$ cat src/rtl/stepseq_pkg.sv
package stepseq_pkg;
  typedef struct packed {
    logic clear;
    logic step;
  } seqStrobe_t;
endpackage

$ cat src/rtl/step_lane.sv
module step_lane
  import stepseq_pkg::*;
#(
  parameter int STEP_W = 7,
  parameter int SUB_W  = 2,
  parameter int MASK_W = 64
) (
  input  logic              clk,
  input  logic              rstN,
  input  seqStrobe_t        strobe,
  input  logic [STEP_W-1:0] vecLen,
  input  logic [SUB_W-1:0]  subVl,
  input  logic              nestSwap,
  input  logic              predEn,
  input  logic              zeroOn,
  input  logic [MASK_W-1:0] mask,
  output logic [STEP_W-1:0] step,
  output logic [SUB_W-1:0]  sub,
  output logic              zeroElem,
  output logic              endHit,
  output logic              emptyHit
);
  localparam int IDX_W = $clog2(MASK_W);

  logic              skipOn;
  logic [MASK_W-1:0] live;
  logic [STEP_W-1:0] nxtIdx, firstIdx, nStep;
  logic [SUB_W-1:0]  nSub;
  logic              found, anyLive, wrap;

  assign skipOn = predEn & ~zeroOn;
  assign live   = skipOn ? mask : '1;

  always_comb begin
    nxtIdx   = '0;
    firstIdx = '0;
    found    = 1'b0;
    anyLive  = 1'b0;
    for (int j = MASK_W - 1; j >= 0; j--) begin
      if (live[j] && (STEP_W'(j) < vecLen)) begin
        if (STEP_W'(j) > step) begin
          nxtIdx = STEP_W'(j);
          found  = 1'b1;
        end
        firstIdx = STEP_W'(j);
        anyLive  = 1'b1;
      end
    end
  end

  always_comb begin
    nStep = step;
    nSub  = sub;
    wrap  = 1'b0;
    if (!nestSwap) begin
      if (sub != subVl) begin
        nSub = sub + 1'b1;
      end else begin
        nSub = '0;
        if (found) nStep = nxtIdx;
        else       wrap  = 1'b1;
      end
    end else begin
      if (found)               nStep = nxtIdx;
      else if (sub == subVl)   wrap  = 1'b1;
      else begin
        nSub  = sub + 1'b1;
        nStep = firstIdx;
      end
    end
    if (wrap) begin
      nStep = '0;
      nSub  = '0;
    end
  end

  assign endHit   = strobe.step & wrap;
  assign emptyHit = ~anyLive;
  assign zeroElem = predEn & ~mask[step[IDX_W-1:0]];

  always_ff @(posedge clk or negedge rstN) begin
    if (!rstN) begin
      step <= '0;
      sub  <= '0;
    end else if (strobe.clear) begin
      step <= '0;
      sub  <= '0;
    end else if (strobe.step) begin
      step <= nStep;
      sub  <= nSub;
    end
  end
endmodule

$ cat src/rtl/step_datapath.sv
module step_datapath
  import stepseq_pkg::*;
#(
  parameter int STEP_W = 7,
  parameter int SUB_W  = 2,
  parameter int MASK_W = 64
) (
  input  logic              clk,
  input  logic              rstN,
  input  seqStrobe_t        strobe,
  input  logic [STEP_W-1:0] vecLen,
  input  logic [SUB_W-1:0]  subVl,
  input  logic              srcPack,
  input  logic              dstUnpack,
  input  logic              srcPredEn,
  input  logic              srcZeroing,
  input  logic [MASK_W-1:0] srcMask,
  input  logic              dstPredEn,
  input  logic              dstZeroing,
  input  logic [MASK_W-1:0] dstMask,
  output logic [STEP_W-1:0] srcStep,
  output logic [SUB_W-1:0]  srcSub,
  output logic [STEP_W-1:0] dstStep,
  output logic [SUB_W-1:0]  dstSub,
  output logic              srcZeroElem,
  output logic              dstZeroElem,
  output logic              anyEnd,
  output logic              anyEmpty
);
  logic srcEnd, dstEnd, srcEmpty, dstEmpty;

  step_lane #(.STEP_W(STEP_W), .SUB_W(SUB_W), .MASK_W(MASK_W)) u_srcLane (
    .clk(clk), .rstN(rstN), .strobe(strobe), .vecLen(vecLen), .subVl(subVl),
    .nestSwap(srcPack), .predEn(srcPredEn), .zeroOn(srcZeroing), .mask(srcMask),
    .step(srcStep), .sub(srcSub), .zeroElem(srcZeroElem),
    .endHit(srcEnd), .emptyHit(srcEmpty)
  );

  step_lane #(.STEP_W(STEP_W), .SUB_W(SUB_W), .MASK_W(MASK_W)) u_dstLane (
    .clk(clk), .rstN(rstN), .strobe(strobe), .vecLen(vecLen), .subVl(subVl),
    .nestSwap(dstUnpack), .predEn(dstPredEn), .zeroOn(dstZeroing), .mask(dstMask),
    .step(dstStep), .sub(dstSub), .zeroElem(dstZeroElem),
    .endHit(dstEnd), .emptyHit(dstEmpty)
  );

  assign anyEnd   = srcEnd | dstEnd;
  assign anyEmpty = srcEmpty | dstEmpty;
endmodule

$ cat src/rtl/step_control.sv
module step_control
  import stepseq_pkg::*;
(
  input  logic       clk,
  input  logic       rstN,
  input  logic       loopRst,
  input  logic       advance,
  input  logic       anyEnd,
  input  logic       anyEmpty,
  output seqStrobe_t strobe,
  output logic       loopEnd
);
  assign strobe.clear = loopRst;
  assign strobe.step  = advance & ~loopEnd & ~loopRst;

  always_ff @(posedge clk or negedge rstN) begin
    if (!rstN)                  loopEnd <= 1'b0;
    else if (loopRst)           loopEnd <= 1'b0;
    else if (anyEnd | anyEmpty) loopEnd <= 1'b1;
  end
endmodule

$ cat src/rtl/elem_step_seq.sv
module elem_step_seq
  import stepseq_pkg::*;
#(
  parameter int STEP_W = 7,
  parameter int SUB_W  = 2,
  parameter int MASK_W = 64
) (
  input  logic              clk,
  input  logic              rstN,
  input  logic              loopRst,
  input  logic              advance,
  input  logic [STEP_W-1:0] vecLen,
  input  logic [SUB_W-1:0]  subVl,
  input  logic              srcPack,
  input  logic              dstUnpack,
  input  logic              srcPredEn,
  input  logic              srcZeroing,
  input  logic [MASK_W-1:0] srcMask,
  input  logic              dstPredEn,
  input  logic              dstZeroing,
  input  logic [MASK_W-1:0] dstMask,
  output logic [STEP_W-1:0] srcStep,
  output logic [SUB_W-1:0]  srcSub,
  output logic [STEP_W-1:0] dstStep,
  output logic [SUB_W-1:0]  dstSub,
  output logic              srcZeroElem,
  output logic              dstZeroElem,
  output logic              loopEnd
);
  seqStrobe_t strobe;
  logic       anyEnd, anyEmpty;

  step_control u_ctrl (
    .clk(clk), .rstN(rstN), .loopRst(loopRst), .advance(advance),
    .anyEnd(anyEnd), .anyEmpty(anyEmpty), .strobe(strobe), .loopEnd(loopEnd)
  );

  step_datapath #(.STEP_W(STEP_W), .SUB_W(SUB_W), .MASK_W(MASK_W)) u_dp (
    .clk(clk), .rstN(rstN), .strobe(strobe), .vecLen(vecLen), .subVl(subVl),
    .srcPack(srcPack), .dstUnpack(dstUnpack),
    .srcPredEn(srcPredEn), .srcZeroing(srcZeroing), .srcMask(srcMask),
    .dstPredEn(dstPredEn), .dstZeroing(dstZeroing), .dstMask(dstMask),
    .srcStep(srcStep), .srcSub(srcSub), .dstStep(dstStep), .dstSub(dstSub),
    .srcZeroElem(srcZeroElem), .dstZeroElem(dstZeroElem),
    .anyEnd(anyEnd), .anyEmpty(anyEmpty)
  );
endmodule

$ cat config.mk
export PLATFORM = sky130hd
export DESIGN_NAME = elem_step_seq
export DESIGN_NICKNAME = d
export VERILOG_FILES = /design/src/rtl/stepseq_pkg.sv /design/src/rtl/step_lane.sv /design/src/rtl/step_datapath.sv /design/src/rtl/step_control.sv /design/src/rtl/elem_step_seq.sv
export SDC_FILE = /design/constraint.sdc
export NUM_CORES = 1
export LEC_CHECK = 0
export BUFFER_PORTS_ARGS = -buffer_cell sky130_fd_sc_hd__buf_2
export CELL_PAD_IN_SITES_DETAIL_PLACEMENT = 0
export CELL_PAD_IN_SITES_GLOBAL_PLACEMENT = 1
export CORE_MARGIN = 2
export CORE_UTILIZATION = 25
export DETAILED_ROUTE_END_ITERATION = 6
export PLACE_DENSITY_LB_ADDON = 0.1
export SLEW_MARGIN = 20
export SYNTH_ARGS = -nofsm -noshare
export SYNTH_HDL_FRONTEND = slang
export SYNTH_SLANG_ARGS = --single-unit
$ cat constraint.sdc
create_clock -name clk -period 3.6 [get_ports clk]
set_clock_uncertainty 0.15 [all_clocks]
set_input_delay 0.54 -clock clk [delete_from_list [all_inputs] [get_ports clk]]
set_output_delay 0.54 -clock clk [all_outputs]
set_load 0.01 [all_outputs]
Word level (Yosys, flattened, before mapping). Index checks and enable logic that the tools add are counted.

$lt $le $gt $ge: 194. Bitwise operators: 19. Equality and inequality tests: 12. Add/sub/neg operators: 2. Muxes and demuxes: 816. Reduce and logical (&&, ||, !) cells: 136.

Operators with widths (number): $mux 7 (396); $gt 6x7->1 const A (64); $mux 1 (398); $gt 5x7->1 const A (32); $lt 6x7->1 const A (32); $logic_and 1x1->1 (128); $mux 64 (2); $gt 4x7->1 const A (16); $lt 5x7->1 const A (16); $gt 3x7->1 const A (8); $lt 4x7->1 const A (8); $gt 1x7->1 const A (4); $gt 2x7->1 const A (4); $lt 3x7->1 const A (4); $mux 2 (14); $mux 6 (4); $ne 4x4->1 const B (6); $lt 1x7->1 const A (2); $lt 2x7->1 const A (2); $lt 6x7->1 const B (2); $bmux 1 s6 (2); $and 1x1->1 (8); $ne 4x3->1 const B (2); $not 1->1 (8); 8 further kinds (17).

Output and inout bits: 21. Word-level logic and storage cells: 1184. Bits of input ports: 147. Flip-flop bits (word level): 19.

Depth between registers and ports, before layout.
Depth after elaboration: 139. Mapped depth: 14. Mapped depth without buffers: 9.

Cells and area by module. A second synthesis with hierarchy kept.

Cells, all modules: 1505. Area, all modules: 10301.1 um2.

By module, submodules not included: step_lane at u_dp.u_dstLane (area each 5276.3 um2, seq. area each 200.2 um2, times used 1, cells each 767); step_lane at u_dp.u_srcLane (area each 4953.5 um2, seq. area each 200.2 um2, times used 1, cells each 731); step_control (area each 58.8 um2, seq. area each 25.0 um2, times used 1, cells each 5); step_datapath (area each 12.5 um2, seq. area each 0.0 um2, times used 1, cells each 2).

Least setup slack after synthesis. No wires, ideal clock.

Path type: register to output. From: register u_dp.u_srcLane.step[0]. To: output port srcZeroElem. Arrival: 3.192 ns. Data required time: 2.910 ns. Cell stages (with the launch flop): 8. Path buffers: 3. Setup slack: -0.282 ns. Path through: dfrtp_1 > clkbuf_1 > buf_2 > buf_1 > mux4_2 > mux4_2 > mux4_2 > nor2b_1.

Word-level cells in the longest chain between the ends: 4.

RTL lines: start: declaration (line step_lane.sv:17) `output logic [STEP_W-1:0] step,`; start signal: assignment (line step_lane.sv:89) `step <= nStep;`; $bmux 1 s6 (line step_lane.sv:79) `assign zeroElem = predEn & ~mask[step[IDX_W-1:0]];`; $mux 1 (not written as such) (line step_lane.sv:79); $not 1->1 (line step_lane.sv:79); $and 1x1->1 (line step_lane.sv:79); end: declaration (line elem_step_seq.sv:26) `output logic srcZeroElem,`.

No other way between the ends. The select of a mux whose other input is x is not followed.

Final worst setup path.
From: input port vecLen[0]. To: register u_dp.u_dstLane.step[0].

Word-level cells in the longest chain between the ends: 135. Elaborated cells on any way between the ends: 462. Those cells by class: order compare (64); eq/ne (2); mux (330); reduce/logical (66).

RTL lines: start: declaration (line elem_step_seq.sv:12) `input logic [STEP_W-1:0] vecLen,`; $lt 6x7->1 (line step_lane.sv:40) `if (live[j] && (STEP_W'(j) < vecLen)) begin`; $logic_and 1x1->1 (line step_lane.sv:40); $mux 7 or $mux 1 (tied branches) (line step_lane.sv:40); $mux 7 or $mux 1 (tied branches) (line step_lane.sv:41) `if (STEP_W'(j) > step) begin`; $mux 7 or $mux 1 (tied branches) (line step_lane.sv:40); $mux 7 or $mux 1 (tied branches) (line step_lane.sv:41); $mux 7 or $mux 1 (tied branches) (line step_lane.sv:40); $mux 7 or $mux 1 (tied branches) (line step_lane.sv:41); [... 119 more ...]; $mux 7 or $mux 1 (tied branches) (line step_lane.sv:41); $mux 7 or $mux 1 (tied branches) (line step_lane.sv:40); $mux 7 or $mux 1 (tied branches) (line step_lane.sv:60) `if (found) nStep = nxtIdx;`; $mux 7 or $mux 1 (tied branches) (line step_lane.sv:56) `if (sub != subVl) begin`; $mux 7 or $mux 1 (tied branches) (line step_lane.sv:55) `if (!nestSwap) begin`; $mux 7 (line step_lane.sv:71) `if (wrap) begin`; $mux 7 (line step_lane.sv:88) `end else if (strobe.step) begin`; $mux 7 (line step_lane.sv:85) `end else if (strobe.clear) begin`; end signal: assignment (line step_lane.sv:89); end: declaration (line step_lane.sv:17).

Parallel ways exist; a longest one is shown, timed or not. The select of a mux whose other input is x is not followed. A chain may end at the register's enable or synchronous reset.

==> flow_summary.yaml <==
setup_path:
  endpoint_kind: "flop"
  r2r_slack_ns: 0.06
  crit_path_start_kind: "input pin"
  r2r_end: "u_dp.u_dstLane.step[0]"
  critPathCapture: "u_dp.u_dstLane.step[0]"
  path_max_fanout: 12
  critical_path_class: "input pin to flop"
  cp.required_ns: 3.65
  crit_start: "vecLen[0]"
  reg2regPathDepth: 13
  r2r-start: "u_dp.u_dstLane.step[1]"
  crit_arrival_ns: 3.61
sta:
  setup_viol_count_final: 0
  hold_slack_ns: 0.08183
  final-hold-violation-count: 0
  final_max_slew_viol_count: 0
  relSlewSlack_pct: 45.05
  worst_pin_slew_ns: 0.8035
  rsz0062_at_grt: "yes"
  fin_crit_ns: 3.568
  setup_tns_ns: 0
  max_freq_mhz: 280.3
  period_share_pct: 99.11
  layout_setup_ws_ns: 0.03207
detailed_routing:
  vias: 15320
  drc: 0
  antenna_left: 0
  detail_route.first_pass.iterations: 5
  drt_iter0_markers: 1413
  viasPerCell: 6.048
  wl_per_cell_um: 27.93
  routed_wl_um: 70760
yosys:
  synth_seq_cells: 17
  synth_cell_types: 118
  ys.flop_type: "dfrtp_1"
  synth_warnings: 0
  netlist.area_leader.share_pct: 7.172
  synth_area_leaders: "mux4_2 7.2%, a21oi_1 5.2%, o21ai_0 4.8%"
  async_flop_share_pct: 100.0
  avgSynthCellArea_um2: 7.056
  synth_edf_count: 0
  yosysSeqAreaShare_pct: 4.234
  syn_area_um2: 10050
  synth_cells: 1424
  yosys.area.top_type: "mux4_2"
final_layout:
  final_common_cell: "buf_4"
  final_cell_area_um2: 15560
  area_delta_synth_final_pct: 54.86
  nets: 2156
  utilization_pct: 39.17
  diodes: 0
  fin_cells: 2533
  drive_gt1_share_pct: 43.48
  layout_common_cells: "513 x buf_4, 162 x buf_2, 125 x nor2_1"
clock_network:
  cts_buffer_depth: 2
  cts_tree: "built"
  cts-root-buf: "clkbuf_16"
  numCtsBuffers: 3
  clk_latency_ns: 0.27
  htreeDepth: 1
  path_clk_slew_ns: 0.07
  cts.sinks: 17
power_and_ir_drop:
  ir_drop_mv: 0.1419
  p_total_mw: 2.618
  power_switching_mw: 1.308
  p_int_mw: 1.310
  power_frac_comb_pct: 81.0
  p_leak_nw: 6.535
  powerDensity_nw_per_um2: 168.2
  pwr-share-clk_pct: 9.8
  power_frac_seq_pct: 9.2
  p_sw_share_pct: 49.95
placement:
  gp_congestion: 0.9706
  place_area_um2: 15120
  port_buffers: 165
  dp_hpwl_um: 60260
  dp.cells: 2520
  place_ws_ns: -0.4401
grt:
  grt_util_met1_pct: 43.98
  grt_max_degree: 40
  grt_use_met3_pct: 3.555
  first_global_vias: 14910
  track_usage_pct: 32.85
  grt_busiest_layer: "met2"
  antenna_found_initial: 3
  grt_remaining_overflow: 0
  grt_pass1_wl_um: 100900
  grtUsageMet2_pct: 53.91
run:
  drv_cap: 0
die:
  core_area_um2: 39730
  initial_core_util_pct: 25.29
  ios: 168
  design.die.area_um2: 41810
  die_width_um: 204.5
  num_rows: 73
  fp.dieH_um: 204.5
worst_hold_path:
  hp-class: "input pin to asynchronous set/reset pin"
status:
  status: "complete, no violations"
==> what timing repair did <==
action / 4_1_cts / 5_1_grt
cloned: 0 / 2
setup buffers: 0 / 7
setup endpoints to repair: 6 / 15
gates resized for setup: 11 / 57
hold buffers: 0 / 0
pin swaps: 0 / 17
hold endpoints to repair: 0 / 0
==> power groups by stage <==
stage | Combinational, mW | Clock, mW | Sequential, mW
finish | 2.12 | 0.258 | 0.241
global route | 2.24 | 0.266 | 0.242
CTS | 2.04 | 0.258 | 0.240
detailed placement | 2.03 | 0 | 0.242
global placement | 2.04 | 0 | 0.243
floorplan | 0.956 | 0 | 0.226
==> cell families (layout without fill, tap and decap cells) <==
group	Yosys count	after routing	share of synthesized area, %
buffers and inverters	153	736	8.031
and+or+nand+nor	544	544	29.80
DFF	17	17	4.234
other	1	2	0.03732
xor gates and xnor gates	4	4	0.3486
AOI/OAI and AO/OA	662	662	49.25
muxes	43	43	8.305
==> Yosys cell counts (21+ instances only) <==
library cell / n
a211oi_1: 27
nand3_1: 39
o211ai_1: 29
nand2_1: 110
nor2_1: 125
nor3b_1: 26
nor4_1: 22
o221ai_1: 30
nor3_1: 42
a21oi_1: 105
and3_1: 22
inv_1: 21
nand2b_1: 22
mux4_2: 32
buf_2: 48
o22ai_1: 30
o21ai_0: 96
clkbuf_1: 45
==> area by class of cell <==
class	count	area [µm²]
Fill cell	4280	24170
Multi-Input combinational cell	1255	9052
Timing Repair Buffer	706	5244
Tap cell	525	656.9
Sequential cell	17	431.7
Inverter	26	97.59
Clock buffer	4	78.83
==> registers in the layout, summed over array words and instances, names as in the netlist <==
signal and count:
u_dp.u_dstLane.sub 2, u_dp.u_srcLane.step 6, u_dp.u_srcLane.sub 2, u_dp.u_dstLane.step 6, u_ctrl.loopEnd 1
==> worst min-delay path by stage <==
stage,from,to,slack [ns],depth (start not counted)
final,rstN,u_dp.u_dstLane.sub[1],0.08,1
after global routing,rstN,u_dp.u_dstLane.sub[1],0.10,1
after CTS,rstN,u_dp.u_dstLane.sub[1],0.09,1
after detailed placement,rstN,u_dp.u_dstLane.sub[1],0.38,1
after global placement,rstN,u_dp.u_dstLane.sub[0],0.38,1
after floorplan,rstN,u_ctrl.loopEnd,0.09,0
==> per-layer routing <==
| metal | vias up | wire [µm] |
|---|---|---|
| li1 | 7024 | - |
| met1 | 7533 | 31380 |
| met2 | 635 | 32090 |
| met3 | 124 | 3859 |
| met4 | 4 | 3410 |
| met5 | - | 23 |
==> worst max-delay path, cell delays in order <==
cell and delay (ns):
buf_2 0.12, buf_4 0.16, a21o_1 0.23, buf_4 0.24, a211oi_2 0.32, o32ai_1 0.19
nor3_1 0.34, buf_4 0.19, nand4_2 0.08, buf_4 0.19, nor4_4 0.41, nor4b_2 0.28
a22oi_1 0.13, a31oi_1 0.15
Power figures use the tool's default switching activity.
